File: src/rtl/nfc_tgt_pkg.sv
package nfc_tgt_pkg;
  typedef enum logic [1:0] {ST_MON, ST_PWR, ST_WAIT, ST_TGT} wake_st_t;

  localparam logic [1:0] KIND_OTHER = 2'b00;
  localparam logic [1:0] KIND_POLL  = 2'b01;
  localparam logic [1:0] KIND_ATR   = 2'b10;
  localparam logic [1:0] KIND_ISOB  = 2'b11;

  localparam logic [1:0] RATE_106 = 2'b00;
  localparam logic [1:0] RATE_212 = 2'b01;
  localparam logic [1:0] RATE_424 = 2'b10;
  localparam logic [1:0] RATE_BAD = 2'b11;

  localparam logic [2:0] MODE_NONE    = 3'b000;
  localparam logic [2:0] MODE_PASSIVE = 3'b001;
  localparam logic [2:0] MODE_ACTIVE  = 3'b010;
  localparam logic [2:0] MODE_EMU_B   = 3'b011;

  localparam int PROTO_W = 5;
  localparam int REG_W   = 8;
  localparam int OSC_BIT = 6;
  localparam int ERR_BIT = 0;
  localparam int CMD_BIT = 6;
endpackage

File: src/rtl/nfc_field_cmp.sv
module nfc_field_cmp #(
  parameter int LVL_W = 8
) (
  input  logic [LVL_W-1:0] thresh_i,
  input  logic [LVL_W-1:0] level_i,
  output logic             field_ok_o
);
  logic armed;
  assign armed      = |thresh_i;
  assign field_ok_o = armed && (level_i > thresh_i);
endmodule

File: src/rtl/nfc_cmd_decode.sv
module nfc_cmd_decode
  import nfc_tgt_pkg::*;
(
  input  logic [1:0]         kind_i,
  input  logic [1:0]         rate_i,
  input  logic               tag_emu_i,
  output logic               known_o,
  output logic [PROTO_W-1:0] proto_o
);
  logic [2:0] mode;
  logic [1:0] rate;

  always_comb begin
    mode = MODE_NONE;
    rate = RATE_106;
    if (rate_i != RATE_BAD) begin
      unique case (kind_i)
        KIND_POLL: begin
          mode = MODE_PASSIVE;
          rate = (rate_i == RATE_424) ? RATE_424 : RATE_212;
        end
        KIND_ATR: begin
          mode = MODE_ACTIVE;
          rate = rate_i;
        end
        KIND_ISOB: begin
          if (tag_emu_i) begin
            mode = MODE_EMU_B;
            rate = RATE_106;
          end
        end
        default: mode = MODE_NONE;
      endcase
    end
  end

  assign known_o = (mode != MODE_NONE);
  assign proto_o = {mode, rate};
endmodule

File: src/rtl/nfc_tgt_wake.sv
module nfc_tgt_wake
  import nfc_tgt_pkg::*;
#(
  parameter int LVL_W = 8
) (
  input  logic               clk,
  input  logic               rst,
  input  logic [LVL_W-1:0]   thresh_i,
  input  logic [LVL_W-1:0]   rf_level_i,
  input  logic               host_en_i,
  input  logic               pwr_stable_i,
  input  logic               cmd_valid_i,
  input  logic [1:0]         cmd_kind_i,
  input  logic [1:0]         cmd_rate_i,
  input  logic               tag_emu_i,
  output logic               awake_o,
  output logic               irq_o,
  output logic [REG_W-1:0]   status_o,
  output logic [REG_W-1:0]   irq_flags_o,
  output logic [PROTO_W-1:0] proto_o,
  output logic               ca_req_o
);
  wake_st_t           st;
  logic               field_ok;
  logic               cmd_known;
  logic [PROTO_W-1:0] cmd_proto;

  nfc_field_cmp #(.LVL_W(LVL_W)) u_cmp (
    .thresh_i  (thresh_i),
    .level_i   (rf_level_i),
    .field_ok_o(field_ok)
  );

  nfc_cmd_decode u_dec (
    .kind_i   (cmd_kind_i),
    .rate_i   (cmd_rate_i),
    .tag_emu_i(tag_emu_i),
    .known_o  (cmd_known),
    .proto_o  (cmd_proto)
  );

  always_ff @(posedge clk) begin
    if (rst) begin
      st          <= ST_MON;
      awake_o     <= 1'b0;
      irq_o       <= 1'b0;
      status_o    <= '0;
      irq_flags_o <= '0;
      proto_o     <= '0;
      ca_req_o    <= 1'b0;
    end else begin
      irq_o <= 1'b0;
      if (st != ST_MON && !field_ok) begin
        st                <= ST_MON;
        awake_o           <= 1'b0;
        proto_o           <= '0;
        ca_req_o          <= 1'b0;
        status_o[OSC_BIT] <= 1'b0;
      end else begin
        unique case (st)
          ST_MON: begin
            if (field_ok) begin
              st          <= ST_PWR;
              awake_o     <= 1'b1;
              status_o    <= '0;
              irq_flags_o <= '0;
            end
          end
          ST_PWR: begin
            if (pwr_stable_i) begin
              st                <= ST_WAIT;
              status_o[OSC_BIT] <= 1'b1;
              irq_o             <= 1'b1;
            end
          end
          ST_WAIT: begin
            if (cmd_valid_i) begin
              irq_o                <= 1'b1;
              irq_flags_o[CMD_BIT] <= 1'b1;
              if (cmd_known && host_en_i) begin
                st       <= ST_TGT;
                proto_o  <= cmd_proto;
                ca_req_o <= (cmd_proto[PROTO_W-1 -: 3] == MODE_ACTIVE);
              end else begin
                st                <= ST_MON;
                awake_o           <= 1'b0;
                status_o[OSC_BIT] <= 1'b0;
                if (!cmd_known) status_o[ERR_BIT] <= 1'b1;
              end
            end
          end
          ST_TGT: begin
            if (!host_en_i) begin
              st                <= ST_MON;
              awake_o           <= 1'b0;
              proto_o           <= '0;
              ca_req_o          <= 1'b0;
              status_o[OSC_BIT] <= 1'b0;
            end
          end
          default: st <= ST_MON;
        endcase
      end
    end
  end
endmodule

File: config.mk
export PLATFORM = sky130hd
export DESIGN_NAME = nfc_tgt_wake
export DESIGN_NICKNAME = d
export VERILOG_FILES = /design/src/rtl/nfc_tgt_pkg.sv /design/src/rtl/nfc_field_cmp.sv /design/src/rtl/nfc_cmd_decode.sv /design/src/rtl/nfc_tgt_wake.sv
export SDC_FILE = /design/constraint.sdc
export NUM_CORES = 1
export LEC_CHECK = 0
export ABC_AREA = 0
export BUFFER_PORTS_ARGS = -buffer_cell sky130_fd_sc_hd__buf_4
export CAP_MARGIN = 5
export CORE_MARGIN = 5
export CORE_UTILIZATION = 42
export DETAILED_ROUTE_END_ITERATION = 8
export PLACE_DENSITY = 0.79
export SLEW_MARGIN = 20
export SYNTH_ARGS = -nofsm -noshare
export SYNTH_HDL_FRONTEND = slang
export SYNTH_SLANG_ARGS = --single-unit
export TNS_END_PERCENT = 30
File: constraint.sdc
create_clock -name clk -period 1.6 [get_ports clk]
set_input_delay 0.16 -clock clk [delete_from_list [all_inputs] [get_ports clk]]
set_output_delay 0.16 -clock clk [all_outputs]
set_load 0.02 [all_outputs]
==> results of run 1 <==
==> cell families after synthesis <==
family,synth area share
compound gates,0.2224
fa+ha+maj,0.1710
buf+inv,0.1653
flops,0.2189
mux,0.04561
other cells,0.003417
simple gates,0.1733
==> cell type report <==
type,instances,area share
repair buffers,48,0.2365
clock buffers,4,0.02381
multi-input cells,104,0.5074
well taps,30,0.02463
flip-flops and latches,12,0.1609
inverters,19,0.04680
==> worst register-to-register path, cell delays in order (launching register included) <==
cell	delay (ns)
dfxtp_2	0.34
inv_2	0.08
ha_4	0.16
nand2_2	0.08
nor2_4	0.14
a22oi_4	0.06
or4_1	0.50
a21oi_1	0.20
==> report_power, final <==
group          leakage, nW  internal [mW]  switching [mW]
combinational        0.660          0.184           0.224
clock               0.0210          0.138           0.113
sequential          0.0983          0.314          0.0110
total                0.779          0.636           0.348
==> routing by layer <==
metal,track usage,wire length [µm],vias up
met3,0.02096,193,0
met2,0.2719,1646,39
met1,0.1826,1142,510
li1,-,-,557
met5,0,0,-
met4,0.02167,0,0
==> stage by stage <==
stage | hold WS (ns) | power, mW | instance area [µm²] | utilization | std cells
finish | 0.1050 | 0.9841 | 1524 | 0.6152 | 217
global route | 0.1088 | 1.046 | 1524 | 0.6152 | 217
CTS | 0.08628 | 0.9714 | 1500 | 0.6056 | 217
detailed placement | 0.3836 | 0.7114 | 1439 | 0.5808 | 213
global placement | 0.3767 | 0.6963 | 1439 | 0.5808 | 213
floorplan | 0.2291 | 0.5759 | 1151 | - | 150
==> Yosys cell counts <==
cell type / n / area (µm²)
a211oi_1: 1 / 7.510
a211oi_2: 1 / 12.51
a21bo_1: 1 / 10.01
a21o_1: 2 / 15.01
a21oi_1: 9 / 45.04
a22oi_4: 1 / 21.27
a311oi_1: 1 / 8.760
a31oi_1: 1 / 6.260
buf_2: 1 / 5.000
buf_4: 14 / 105.1
conb_1: 1 / 3.750
dfxtp_1: 12 / 240.2
ha_1: 15 / 187.7
inv_1: 19 / 71.32
mux2i_1: 5 / 50.05
nand2_1: 10 / 37.54
nand2b_1: 3 / 18.77
nand3_1: 5 / 25.02
nand3_2: 1 / 10.01
nand4_1: 1 / 6.260
nor2_1: 7 / 26.28
nor2_2: 1 / 6.260
nor2b_1: 1 / 6.260
nor3_1: 4 / 20.02
nor3b_1: 1 / 7.510
nor4_1: 3 / 18.77
o2111a_2: 1 / 12.51
o211ai_1: 2 / 15.01
o21a_1: 1 / 7.510
o21ai_0: 3 / 15.01
o21ai_1: 2 / 10.01
o221ai_1: 1 / 8.760
o22ai_1: 1 / 6.260
o311a_1: 1 / 10.01
o311ai_2: 1 / 16.27
o31ai_1: 1 / 7.510
o32ai_1: 1 / 8.760
or4_1: 1 / 7.510
==> flip-flops by register name, indices dropped and copies added, names as in the netlist <==
name         flops
proto_o          4
st               2
ca_req_o         1
awake_o          1
irq_o            1
irq_flags_o      1
status_o         2
==> path summary, 6_finish.rpt <==
| kind | depth (start not counted) | slack [ns] | to |
|---|---|---|---|
| setup / recovery | 7 | -0.02 | proto_o[1] |
| hold / removal | 2 | 0.11 | irq_flags_o[6] |
| setup reg to reg | 7 | -0.02 | proto_o[1] |
| hold reg to reg | 2 | 0.48 | awake_o |
==> what timing repair did <==
action / 4_1_cts / 5_1_grt
resized for setup: 4 / 10
pin swaps: 1 / 0
setup endpoints to repair: 2 / 12
==> results.py, run 1 <==
metrics = {
    "run_status": {
        "status": "finished with violations",
        "violations": "negative setup slack",
    },
    "worst_setup_path": {
        "critical_path_required_ns": 1.80,
        "startpoint_type": "flip-flop",
        "path_buf_inv": 1,
        "cp.arrival_ns": 1.83,
        "worst_path_max_delay_cell": "or4_1",
        "critical_path.endpoint_type": "flip-flop",
        "cp_slowest_stage_delay_ns": 0.50,
        "setup.worst_path.start": "st[0]",
        "crit_family": "simple AND/OR/NAND/NOR gates",
        "timing.rr.start": "st[0]",
        "path_class": "reg -> reg",
        "crit_fanout": 4,
        "crit_chain": "inv_2, ha_4, nand2_2, nor2_4, a22oi_4, or4_1, a21oi_1",
    },
    "layout": {
        "multiInputGateArea_um2": 773.2,
        "drive_above_1_share": 0.3690,
        "area_growth_pct": 38.88,
        "fill_cells": 210,
        "seq_area_um2": 245.2,
        "nets": 229,
        "diodes": 0,
        "final_common_cell": "buf_4",
        "mostFrequentLayoutCells": "buf_4, inv_1, conb_1",
    },
    "clock_network": {
        "cts_buffers": 3,
        "clock_path_buffers": 2,
        "cts.sinks": 12,
        "clk_pin_slew_worst_paths_ns": 0.09,
        "cts_tree": "done",
        "cts_setup_buffers": 0,
        "root_buffer": "clkbuf_4",
        "insertion_delay_ns": 0.28,
        "htreeDepth": 1,
        "hold_buffers": 0,
    },
    "timing": {
        "fmax_mhz": 616.4,
        "fin_tns_setup_ns": -0.02238,
        "setup_viol": 1,
        "final.period_utilization": 1.014,
        "fin_worst_skew_ns": 0.01302,
        "hold_violations": 0,
        "worst_slack_ns": -0.02238,
        "finalCriticalPeriod_ns": 1.622,
        "timing.final.max_slew_violations": 0,
        "rsz0062_at_grt": "yes",
    },
    "drt": {
        "wl_per_cell_um": 13.74,
        "vias": 1106,
        "firstDrtPassIters": 4,
        "drtAntennaViolNets": 0,
        "drcViolationCount": 0,
        "vias_per_cell": 5.097,
        "drt_iter0_markers": 45,
        "wl_um": 2982,
    },
    "die": {
        "die_w_um": 61.12,
        "die-area_um2": 3735,
        "fp.dieH_um": 61.12,
        "boundaryPins": 50,
        "start_util": 0.4429,
        "coreArea_um2": 2477,
        "rows": 18,
    },
    "synthesis": {
        "ys_types": 38,
        "synth-seq-cells": 12,
        "yosys_warnings": 0,
        "synth-seq-area-share": 0.2189,
        "synth_area_um2": 1097,
        "avgSynthCellArea_um2": 8.010,
        "syn_inst": 137,
    },
    "flow_run": {
        "drv_cap": 0,
    },
    "placement": {
        "port_buffers": 35,
        "gp_congestion": 0.7932,
        "dpl.hpwl_um": 2335,
        "place_ws_ns": -0.2985,
    },
    "hold_path": {
        "hold_path.startpoint": "rst",
        "hold_path.class": "in -> reg",
    },
    "grt": {
        "antenna_found_initial": 0,
        "grt_pass1_wl_um": 4333,
        "grt_overflow_total": 0,
        "grt_pass1_vias": 1051,
        "track_usage": 0.1470,
        "grt_max_degree": 9,
    },
    "power": {
        "p_leak_nw": 0.7792,
        "ir_drop_v": 0.0004869,
        "power_density_nw_per_um2": 645.8,
    },
}
Power figures use the tool's default switching activity.
==> run 2, diff against run 1 <==
--- a/config.mk
+++ b/config.mk
@@ -12,4 +12,5 @@
 export CORE_UTILIZATION = 42
 export DETAILED_ROUTE_END_ITERATION = 8
+export HOLD_SLACK_MARGIN = 0.03
 export PLACE_DENSITY = 0.79
 export SLEW_MARGIN = 20
==> constraint.sdc (replaced) <==
create_clock -name clk -period 1.6 [get_ports clk]
set_input_delay 0.08 -clock clk [delete_from_list [all_inputs] [get_ports clk]]
set_output_delay 0.08 -clock clk [all_outputs]
set_load 0.02 [all_outputs]
==> run 2 against run 1 <==
Against the previous run: the flow now finishes without violations; power shrank 1.2%; flip-flop and latch count is the same; clock skew grew 0.0038 ns; largest cell class unchanged.
==> results.py, run 2 (synthesis gave the netlist of run 1 again) <==
metrics = {
    "placement": {
        "port_buffers": 35,
        "dpl.hpwl_um": 2280,
        "placed_cells": 211,
        "gp_congestion": 0.7978,
        "place_ws_ns": -0.1603,
    },
    "grt": {
        "antenna_found_initial": 0,
        "grt_pass1_wl_um": 4291,
        "grt_overflow_total": 0,
        "track_usage": 0.1489,
        "grt_max_degree": 9,
        "grt_pass1_vias": 1056,
    },
    "timing": {
        "hold_violations": 0,
        "timing.final.max_slew_violations": 0,
        "fmax_mhz": 647.2,
        "hold_slack_ns": 0.06833,
        "rsz0062_at_grt": "yes",
        "final.period_utilization": 0.9657,
        "fin_tns_setup_ns": 0,
        "finalCriticalPeriod_ns": 1.545,
        "worst_slack_ns": 0.05486,
        "setup_viol": 0,
        "fin_worst_skew_ns": 0.01681,
    },
    "die": {
        "die_w_um": 61.12,
        "coreArea_um2": 2477,
        "die-area_um2": 3735,
        "start_util": 0.4429,
        "fp.dieH_um": 61.12,
        "rows": 18,
        "boundaryPins": 50,
    },
    "worst_setup_path": {
        "crit_fanout": 4,
        "crit_family": "simple AND/OR/NAND/NOR gates",
        "crit_chain": "inv_2, ha_4, nand2_1, nor2_2, a22oi_4, or4_1, a21oi_1",
        "cp.arrival_ns": 1.75,
        "worst_path_max_delay_cell": "or4_1",
        "cp_slowest_stage_delay_ns": 0.48,
        "startpoint_type": "flip-flop",
        "path_buf_inv": 1,
        "path_class": "reg -> reg",
        "critical_path.endpoint_type": "flip-flop",
        "critical_path_required_ns": 1.81,
    },
    "layout": {
        "top_regs": "proto_o (4), st (2), status_o (2)",
        "mostFrequentLayoutCells": "buf_4, inv_1, conb_1",
        "regMostFlops": "proto_o",
        "final_common_cell": "buf_4",
        "final_cells": 216,
        "diodes": 0,
        "drive_above_1_share": 0.3602,
        "nets": 228,
        "largest_register_ffs": 4,
        "area_growth_pct": 37.97,
    },
    "power": {
        "ir_drop_v": 0.0004279,
        "power_density_nw_per_um2": 642.3,
        "p_leak_nw": 0.7778,
    },
    "drt": {
        "wl_per_cell_um": 13.00,
        "vias_per_cell": 5.065,
        "drtAntennaViolNets": 0,
        "vias": 1094,
        "firstDrtPassIters": 4,
        "wl_um": 2808,
        "drt_iter0_markers": 11,
        "drcViolationCount": 0,
    },
    "clock_network": {
        "cts_buffers": 3,
        "clock_path_buffers": 2,
        "cts.sinks": 12,
        "root_buffer": "clkbuf_4",
        "cts_tree": "done",
        "insertion_delay_ns": 0.29,
        "htreeDepth": 1,
        "clk_pin_slew_worst_paths_ns": 0.09,
    },
    "run_status": {
        "status": "finished clean",
    },
    "flow_run": {
        "drv_cap": 0,
    },
    "hold_path": {
        "hold_path.class": "in -> reg",
    },
}
==> run 2: final timing paths <==
kind,start,endpoint,slack [ns],cells past startpoint
worst max-delay path,st[0],proto_o[1],0.05,7
worst min register to register,proto_o[1],proto_o[1],0.46,2
worst max register to register,st[0],proto_o[1],0.05,7
worst min-delay path,pwr_stable_i,irq_o,0.07,3
==> run 2: metrics by stage <==
step,util,cell area [µm²],power (mW)
floorplan,-,1161,0.5792
global placement,0.5788,1434,0.6884
detailed placement,0.5788,1434,0.7028
CTS,0.5990,1484,0.9591
global route,0.6111,1514,1.040
finish,0.6111,1514,0.9725
==> run 2: repair_timing <==
item / 4_1_cts / 5_1_grt
pin swaps: 0 / 1
resized for setup: 4 / 6
hold endpoints to repair: 3 / 0
setup buffers: 0 / 0
hold buffers: 1 / 0
endpoints found under the setup margin: 2 / 7
==> run 2: worst min-delay path, cell delays in order <==
cell and delay [ns]:
buf_4 0.12, nand2_1 0.06, a211oi_1 0.06
==> run 2: cell type report <==
class | count | area (µm²)
fillers | 228 | 963.4
multi-input cells | 104 | 770.7
clock buffers | 4 | 36.28
well taps | 30 | 37.54
repair buffers | 47 | 355.3
inverters | 19 | 71.32
flip-flops and latches | 12 | 242.7
==> run 2: report_power, final <==
group	internal [mW]	switching, mW	total, mW
registers	0.315	0.0115	0.327
clock network	0.139	0.112	0.250
logic	0.176	0.219	0.395
total	0.630	0.342	0.972
==> run 2: routing by layer <==
metal	vias to the layer above	track usage	part of all wire
met1	503	0.1869	0.41
met2	34	0.2553	0.50
met5	-	0	0
li1	550	-	-
met4	0	0.05882	0.025
met3	7	0.02096	0.058
